--- config.mk ---
export PLATFORM = sky130hd
export DESIGN_NAME = frame_decim_filter
export DESIGN_NICKNAME = d
export VERILOG_FILES = /design/src/rtl/fdf_pkg.sv /design/src/rtl/fdf_field_match.sv /design/src/rtl/fdf_decim_ctr.sv /design/src/rtl/fdf_stream_gate.sv /design/src/rtl/frame_decim_filter.sv
export SDC_FILE = /design/constraint.sdc
export NUM_CORES = 1
export LEC_CHECK = 0
export BUFFER_PORTS_ARGS = -buffer_cell sky130_fd_sc_hd__buf_2
export CAP_MARGIN = 15
export CORE_ASPECT_RATIO = 1.25
export CORE_MARGIN = 2
export CORE_UTILIZATION = 40
export CTS_CLUSTER_SIZE = 8
export DETAILED_ROUTE_END_ITERATION = 12
export HOLD_SLACK_MARGIN = 0.1
export PLACE_DENSITY = 0.76
export SLEW_MARGIN = 15
export SYNTH_ARGS = -nofsm -noshare
export SYNTH_HDL_FRONTEND = slang
export SYNTH_HIERARCHICAL = 1
export SYNTH_SLANG_ARGS = --single-unit
--- constraint.sdc ---
create_clock -name clk -period 7.8 [get_ports clk]
set_input_delay 1.17 -clock clk [delete_from_list [all_inputs] [get_ports clk]]
set_output_delay 1.17 -clock clk [all_outputs]
set_load 0.01 [all_outputs]
--- src/rtl/fdf_pkg.sv ---
package fdf_pkg;
  typedef enum logic [1:0] {
    FSEL_EVEN = 2'd0,
    FSEL_ODD  = 2'd1,
    FSEL_ANY  = 2'd2,
    FSEL_RSVD = 2'd3
  } fsel_e;

  localparam int unsigned NO_DECIM_MAX = 1;
endpackage

--- src/rtl/fdf_field_match.sv ---
module fdf_field_match
  import fdf_pkg::*;
(
  input  logic [1:0] sel_i,
  input  logic       field_i,
  output logic       match_o
);
  always_comb begin
    unique case (fsel_e'(sel_i))
      FSEL_EVEN: match_o = !field_i;
      FSEL_ODD:  match_o = field_i;
      default:   match_o = 1'b1;  // either field; reserved code acts the same
    endcase
  end
endmodule

--- src/rtl/fdf_decim_ctr.sv ---
module fdf_decim_ctr
  import fdf_pkg::*;
#(
  parameter int CODE_W = 4
) (
  input  logic              clk,
  input  logic              rst_n,
  input  logic              sof_i,
  input  logic              eligible_i,
  input  logic [CODE_W-1:0] code_i,
  output logic              keep_o
);
  localparam logic [CODE_W-1:0] NO_DECIM = CODE_W'(NO_DECIM_MAX);

  logic [CODE_W-1:0] cnt_q, code_q, limit, cnt_eff;

  always_comb begin
    limit   = (code_i <= NO_DECIM) ? '0 : code_i;
    cnt_eff = (code_i != code_q) ? '0 : cnt_q;
    keep_o  = eligible_i && (cnt_eff == '0);
  end

  always_ff @(posedge clk or negedge rst_n) begin
    if (!rst_n) begin
      cnt_q  <= '0;
      code_q <= '0;
    end else if (sof_i) begin
      code_q <= code_i;
      if (eligible_i)
        cnt_q <= (cnt_eff >= limit) ? '0 : cnt_eff + 1'b1;
      else
        cnt_q <= cnt_eff;
    end
  end
endmodule

--- src/rtl/fdf_stream_gate.sv ---
module fdf_stream_gate #(
  parameter int DATA_W = 16
) (
  input  logic              clk,
  input  logic              rst_n,
  input  logic              sof_i,
  input  logic              keep_i,
  input  logic              in_valid,
  output logic              in_ready,
  input  logic [DATA_W-1:0] in_data,
  output logic              out_valid,
  input  logic              out_ready,
  output logic [DATA_W-1:0] out_data,
  output logic              accept_o
);
  logic accept_q;

  always_ff @(posedge clk or negedge rst_n) begin
    if (!rst_n)     accept_q <= 1'b0;
    else if (sof_i) accept_q <= keep_i;
  end

  always_comb begin
    out_valid = in_valid && accept_q;
    out_data  = in_data;
    in_ready  = accept_q ? out_ready : 1'b1;  // dropped beats are swallowed
    accept_o  = accept_q;
  end
endmodule

--- src/rtl/frame_decim_filter.sv ---
module frame_decim_filter #(
  parameter int DATA_W = 16,
  parameter int CODE_W = 4
) (
  input  logic              clk,
  input  logic              rst_n,
  input  logic              sof_i,
  input  logic              field_i,
  input  logic [CODE_W-1:0] decim_code_i,
  input  logic [1:0]        field_sel_i,
  input  logic              in_valid,
  output logic              in_ready,
  input  logic [DATA_W-1:0] in_data,
  output logic              out_valid,
  input  logic              out_ready,
  output logic [DATA_W-1:0] out_data,
  output logic              frame_accept_o
);
  logic eligible, keep;

  fdf_field_match u_match (
    .sel_i   (field_sel_i),
    .field_i (field_i),
    .match_o (eligible)
  );

  fdf_decim_ctr #(.CODE_W(CODE_W)) u_ctr (
    .clk        (clk),
    .rst_n      (rst_n),
    .sof_i      (sof_i),
    .eligible_i (eligible),
    .code_i     (decim_code_i),
    .keep_o     (keep)
  );

  fdf_stream_gate #(.DATA_W(DATA_W)) u_gate (
    .clk       (clk),
    .rst_n     (rst_n),
    .sof_i     (sof_i),
    .keep_i    (keep),
    .in_valid  (in_valid),
    .in_ready  (in_ready),
    .in_data   (in_data),
    .out_valid (out_valid),
    .out_ready (out_ready),
    .out_data  (out_data),
    .accept_o  (frame_accept_o)
  );
endmodule

# Yosys cells after proc, flatten, opt, wreduce, memory -nomap -nowiden
# Cells that the tools add are included.
[classes]
n_reduce_logical = 5
magnitude_cmp = 2
n_bitwise = 0
n_eq_ne = 2
n_mul = 0
muxes = 6
n_shift = 0
add_sub_neg = 1
div = 0
[ops]
columns = ["operator", "count"]
rows = [
  ["4-bit two-way mux", 4],
  ["4-bit by 1-bit adder with 4-bit output (second input constant)", 1],
  ["4-bit >= comparator", 1],
  ["4-bit by 1-bit less-or-equal comparator with 1-bit output (second input constant)", 1],
  ["4-bit zero test", 1],
  ["4-bit inequality test", 1],
  ["2-bit by 1-bit == test with 1-bit output (second input constant)", 1],
  ["1-bit logical AND", 2],
  ["2-bit zero test", 1],
  ["1-bit one-hot mux with 2 select lines", 1],
  ["1-bit zero test", 1],
  ["1-bit two-way mux", 1],
]
[word_totals]
latch_bits = 0
ram_bits = 0
memories = 0
in_bits = 28
rom_bits = 0
wordCells = 19
out_inout_bits = 19
reg_bits = 9

# Longest topological paths before layout
# Gate-level depths: netlist of run 1.
[logic_depth]
depth_word = 5
ltp_mapped = 9
depth_no_buf = 9

# By module
# Netlist of run 1, hierarchy kept.
[modules_own_cells]
columns = ["mod", "cells_per_inst", "instances", "seq_area_each_um2", "area_per_inst_um2"]
rows = [
  ["fdf_decim_ctr", 63, 1, 200.2, 639.4],
  ["fdf_stream_gate", 20, 1, 25.0, 172.7],
  ["fdf_field_match", 2, 1, 0.0, 15.0],
]

# Worst setup path after synthesis of run 1
# OpenSTA, ideal clock, no wires.
[synth_path]
path_type = "input to register"
from = "input decim_code_i[0]"
to = "register u_ctr.cnt_q[0]"
n_path_buf = 0
setup_time_ns = 0.101
slack_ns = 4.502
stages = 9
required_ns = 7.699
t_arrival_ns = 3.197
path_cell_list = "xor2_1 > nor4_4 > and2_2 > inv_1 > ha_1 > nand2b_1 > a2111oi_4 > o21ai_1 > o32ai_1"
[synth_via]
elab_chain_len = 5
elab_cells_between_ends = 8
classes_between = "add/sub: 1; order compare: 2; eq/ne: 1; mux: 4"
[synth_rtl]
columns = ["element", "line_no", "text"]
rows = [
  ["start: declaration", "frame_decim_filter.sv:9", "input logic [CODE_W-1:0] decim_code_i,"],
  ["4-bit by 1-bit less-or-equal comparator with 1-bit output / 4-bit inequality test (equally long branches)", "fdf_decim_ctr.sv:18, fdf_decim_ctr.sv:19", ""],
  ["4-bit two-way mux (on tied branches)", "fdf_decim_ctr.sv:18, fdf_decim_ctr.sv:19", ""],
  ["4-bit >= comparator / 4-bit by 1-bit adder with 4-bit output (equally long branches)", "fdf_decim_ctr.sv:30", "cnt_q <= (cnt_eff >= limit) ? '0 : cnt_eff + 1'b1;"],
  ["4-bit two-way mux", "fdf_decim_ctr.sv:30", ""],
  ["4-bit two-way mux (*)", "fdf_decim_ctr.sv:29", "if (eligible_i)"],
  ["end signal: assignment", "fdf_decim_ctr.sv:30", ""],
  ["end signal: assignment", "fdf_decim_ctr.sv:32", "cnt_q <= cnt_eff;"],
  ["end: declaration", "fdf_decim_ctr.sv:15", "logic [CODE_W-1:0] cnt_q, code_q, limit, cnt_eff;"],
]
# Mark *: on every way between the ends. The rest lies on a longest branch, timed or not.
# A chain may end at the register's enable or synchronous reset.

# Worst setup path in the final report of run 1
# Same ends and word-level chain as after synthesis.

==> results by group, run 1 <==
Run status
  • Status: completed

Yosys
  • FFs w/ async S/R, synth: 100.0%
  • Post-synthesis mux area share: 7.262%
  • Number of synthesized flops with an enable pin: 0
  • Top_reg_cell synth: dfrtp_1
  • #FFs+latches synth: 9
  • Simple-gate portion of the synthesized area: 14.22%
  • Post-Synth Adder-Cell Area: 9.077%
  • Post-synthesis compound-gate area fraction: 16.34%
  • Syn Nets: 119
  • Main combinational cell family by area after synthesis: buffers and inverters
  • Post-Synthesis Cells: 85
  • Number of distinct library cells after synthesis: 28
  • Post-Syn Area: 827.0 sq um
  • Synthesized area per cell: 9.730 sq um
  • Xor-xnor portion of the synthesized cell area: 6.354%
  • Yosys warns: 6
  • Register area share after synthesis: 27.23%

CTS
  • CTS tree: yes
  • CTS Buf Count: 3
  • Clock sink total: 9
  • Clk root buf: clkbuf_4
  • Clock transition at path regs: 0.07 ns
  • Resized cells post-CTS: 0
  • Hold_buf cts: 0
  • Worst-skew pair later-pin latency: 0.27 ns
  • Post-CTS setup buffer count: 0
  • Htree depth: 1
  • Clock Path Buffers: 2

STA
  • RSZ-0062 raised after global routing: no
  • Normalized max-slew margin: 69.28%
  • Worst slew pin tran: 0.4608 ns
  • Tcrit/Tclk final: 43.53%
  • Final Hold Vio Count: 0
  • # setup viols final: 0
  • Max-slew violations: 0
  • Clock Skews: 0.002439 ns
  • Final min period: 3.395 ns
  • Setup TNS: 0 ns
  • Fmax: 294.5 MHz

Place
  • RePlAce Congestion: 0.7789
  • Post-DP HPWL: 1180 um
  • Post-DP Area: 798.3 sq um
  • IO Port Bufs: 14

Layout
  • Post-route design area: 824.5 sq um
  • Final Util: 42.08%
  • Final #Nets: 121
  • Share of cells above drive strength 1: 33.72%
  • # diodes: 0
  • Commonest non-fill, non-tap cell in the layout: buf_2
  • Layout area overhead: -0.3025%
  • Most frequent cells in the layout: buf_2 (14), inv_1 (10), dfrtp_1 (9)

Worst hold path
  • Instance count along the most critical hold path: 1
  • Worst hold-check path type: reg -> reg
  • Hold Startpoint: u_ctr/code_q[2]

Drt
  • Max Used Layer: met4
  • Via count: 594
  • Remaining antenna violation count: 0
  • DRT iter0 DRCs: 8
  • Residual DRC count: 0
  • Wirelength per Cell: 14.78 um
  • Vias per cell: 5.604
  • Met3 wire length: 96 um
  • M1 WL: 645 um
  • WL met2: 789 um
  • TritonRoute pass-1 iters: 4
  • WL final: 1567 um

Worst setup path
  • CP endpoint kind: register
  • Crit path from: decim_code_i[0]
  • CP Class: in -> reg
  • Worst Setup Start Kind: input port
  • Critical Path RT: 7.98 ns
  • Data arrival, critical path: 3.57 ns
  • Worst-path maximum fanout: 9
  • Origin of the critical flop-to-flop path: u_ctr/code_q[0]
  • R2r worst-path depth: 9

GRT
  • Initial antenna violation count: 0
  • Pin count of the biggest net entering global routing: 13
  • Total grt overflow: 0
  • First-pass GRT wire length: 2435 um
  • Global Route Usage Sum: 13.91%
  • Vias in the first global route: 586

Die
  • I/O pin total: 47
  • Die W: 44.67 um
  • Die area: 0.002450 sq mm
  • Core box area: 0.001959 sq mm
  • Num rows: 18
  • Starting Density: 42.21%
  • Die Ht: 54.84 um

Flow run
  • MaxCap Viol Count: 0

Power and ir drop
  • PwrDens: 150.8 mW/mm^2
  • Worst VDD drop: 0.08134 mV
  • LEAKAGE: 0.3800 nW
==> layer usage <==
| layer | track usage (%) | up-vias |
|---|---|---|
| met4 | 13.13 | 0 |
| met1 | 15.48 | 288 |
| met3 | 1.980 | 6 |
| met2 | 22.46 | 20 |
| li1 | - | 280 |
| met5 | 0 | - |
==> flip-flops by register name, summed over array words and instances, names as in the netlist <==
register and flops:
u_ctr/cnt_q 4, u_ctr/code_q 4, u_gate/accept_o 1
==> cell usage after synthesis (2+ instances only) <==
cell	instances	area, sq um
buf_4	16	120.1
inv_1	10	37.54
dfrtp_1	9	225.2
ha_1	6	75.07
xor2_1	6	52.55
and2_2	4	30.03
mux2_2	4	45.04
nand2b_1	3	18.77
and3_1	2	12.51
nand2_1	2	7.510
nor2_1	2	7.510
o21ai_1	2	10.01
o221ai_1	2	17.52
o311ai_0	2	17.52
o31ai_1	2	15.01
==> path summary, 6_finish.rpt <==
check,to,slack [ns]
max,u_ctr/cnt_q[0],4.40
min reg2reg,u_ctr/code_q[2],0.53
max in group asynchronous,u_ctr/code_q[0],6.87
min in group asynchronous,u_ctr/cnt_q[3],0.74
max reg2reg,u_ctr/cnt_q[0],5.04
min,u_ctr/code_q[2],0.53
==> cell families after synthesis <==
group,Yosys count
and+or+nand+nor,17
adders and majority gates,6
xor gates and xnor gates,6
DFF,9
muxes,5
AOI/OAI and AO/OA,15
buffers and inverters,27
==> final cells by class <==
class                      instances  area (sq um)
fill                             198          1135
multi-input combinational         49         440.4
sequential                         9         225.2
timing repair buffer              14         70.07
inverter                          10         37.54
clock buffer                       4         26.28
tap                               20         25.02
==> per-stage QoR <==
stage / hold slack (ns) / cells / power (mW) / setup slack (ns)
2_1_floorplan: 0.5008 / 85 / 0.08363 / 4.502
3_3_place_gp: 0.5111 / 102 / 0.08409 / 4.235
3_5_place_dp: 0.5242 / 102 / 0.08598 / 4.130
4_1_cts: 0.5394 / 106 / 0.1257 / 4.416
5_1_grt: 0.5506 / 106 / 0.1313 / 4.210
6_report: 0.5341 / 106 / 0.1243 / 4.405
==> report_power, final <==
part	internal [mW]	switching (mW)	total, mW
clock network	0.0198	0.0195	0.0393
registers	0.0509	0.00334	0.0543
logic	0.0144	0.0163	0.0307
total	0.0852	0.0391	0.124
==> critical path, stage by stage <==
cell,delay [ns]
buf_2,0.11
xor2_1,0.18
nor4_4,0.47
and2_2,0.25
inv_1,0.06
ha_1,0.27
nand2b_1,0.18
a2111oi_4,0.53
o21ai_1,0.13
o32ai_1,0.22
Note: power is estimated with default switching activity, not from simulation.
==> run 2: changes to the inputs <==
- CORE_UTILIZATION: 40 -> 39
- PLACE_DENSITY: 0.76 -> 0.77
- clock period: 7.8 -> 3.1 ns (I/O delays scaled with it)
==> run 2 against run 1 <==
- worst setup slack lost 3.9 ns
- die area up 2.4%
- design area grew 2.1%
- count of clock-buffer cells in the layout unchanged
- sequential share of layout area down 0.57 points
- global-route usage down 0.42 points
- power increased to 2.5 times the previous value
- critical endpoint unchanged
- largest power group unchanged
==> results by group, run 2 (same netlist as run 1, synthesis figures left out) <==
Place
  • Place WS: 0.3552 ns
  • IO Port Bufs: 14
  • Post-DP Area: 805.8 sq um
  • Placed Instances: 103
  • Post-DP HPWL: 1258 um
  • RePlAce Congestion: 0.8267

Power and ir drop
  • PwrDens: 371.0 mW/mm^2
  • LEAKAGE: 0.3895 nW
  • Worst VDD drop: 0.1419 mV
  • Total power: 312.4 uW

CTS
  • Resized cells post-CTS: 0
  • Hold_buf cts: 1
  • Clock Path Buffers: 2
  • CTS tree: yes
  • Clock transition at path regs: 0.07 ns
  • Post-CTS setup buffer count: 0
  • Clk root buf: clkbuf_4
  • Worst-skew pair later-pin latency: 0.26 ns
  • CTS Buf Count: 3
  • Htree depth: 1
  • Clock sink total: 9

STA
  • Worst slew pin tran: 0.4363 ns
  • Clock Skews: 0.001177 ns
  • Max-slew violations: 0
  • Final critical-path setup slack: 0.5007 ns
  • Final Hold Vio Count: 0
  • Min Hold Slack: 0.4752 ns
  • Fmax: 384.7 MHz
  • Final min period: 2.599 ns
  • Setup TNS: 0 ns
  • Normalized max-slew margin: 70.91%
  • Tcrit/Tclk final: 83.85%
  • RSZ-0062 raised after global routing: no
  • # setup viols final: 0

Die
  • Num rows: 18
  • Starting Density: 41.73%
  • Die W: 45.19 um
  • Core box area: 0.001982 sq mm
  • Die Ht: 55.49 um
  • Die area: 0.002507 sq mm
  • I/O pin total: 47

Worst setup path
  • CP Class: reg -> reg
  • Worst Setup Start Kind: register
  • Worst-path maximum fanout: 6
  • Max incr delay on CP: 0.51 ns
  • CP delay by family, top: compound AO/OA/AOI/OAI gates
  • Data arrival, critical path: 2.76 ns
  • Crit path cell chain: xor2_1, nor4_4, and2_2, inv_1, ha_1, nand2b_1, a2111oi_4, o21ai_1, o32ai_1
  • Worst path slowest cell: a2111oi_4
  • Critical Path RT: 3.26 ns
  • CP endpoint kind: register
  • CP Buf/Inv Count: 1

GRT
  • Global Route Usage Sum: 13.49%
  • First-pass GRT wire length: 2490 um
  • Total grt overflow: 0
  • Initial antenna violation count: 0
  • Vias in the first global route: 590
  • Pin count of the biggest net entering global routing: 13

Drt
  • TritonRoute pass-1 iters: 4
  • Vias per cell: 5.407
  • Remaining antenna violation count: 0
  • WL final: 1647 um
  • Residual DRC count: 0
  • Via count: 584
  • DRT iter0 DRCs: 33
  • Wirelength per Cell: 15.25 um

Layout
  • Most frequent cells in the layout: buf_2 (14), inv_1 (10), dfrtp_1 (9)
  • Final #Nets: 123
  • Share of cells above drive strength 1: 34.09%
  • Cell Count, Final, Fillers Out: 108
  • Post-route design area: 842.1 sq um
  • Final Util: 42.49%
  • Commonest non-fill, non-tap cell in the layout: buf_2
  • Layout area overhead: 1.816%
  • # diodes: 0

Worst hold path
  • Worst hold-check path type: in -> reg

Flow run
  • MaxCap Viol Count: 0

Run status
  • Status: completed
run 2: final cells by class:
type / count / area (sq um)
flip-flops and latches: 9 / 225.2
fillers: 209 / 1140
multi-input cells: 49 / 440.4
inverters: 10 / 37.54
repair buffers: 16 / 87.58
clock buffers: 4 / 26.28
well taps: 20 / 25.02
run 2: power by group:
part           total, mW  leakage (nW)  internal [mW]  switching [mW]
combinational     0.0811         0.265         0.0384          0.0427
clock             0.0944        0.0150         0.0497          0.0447
sequential         0.137         0.110          0.128         0.00870
total              0.312         0.390          0.216          0.0961
run 2: worst paths after layout:
| check | slack [ns] | from | cells past startpoint | end |
|---|---|---|---|---|
| worst min register to register | 0.53 | u_ctr/code_q[0] | 1 | u_ctr/code_q[0] |
| min in group asynchronous | 0.59 | rst_n | 2 | u_ctr/code_q[0] |
| worst max register to register | 0.50 | u_ctr/code_q[1] | 9 | u_ctr/cnt_q[0] |
| worst min-delay path | 0.48 | decim_code_i[0] | 2 | u_ctr/code_q[0] |
| max in group asynchronous | 2.32 | rst_n | 2 | u_ctr/cnt_q[1] |
| worst max-delay path | 0.50 | u_ctr/code_q[1] | 9 | u_ctr/cnt_q[0] |
run 2: layer usage:
metal	part of all wire, %	global-route usage, %	vias up
met2	49	22.04	26
met3	7.5	3.922	4
met4	1.5	5.462	0
met5	0	0	-
met1	42	15.90	269
li1	-	-	285
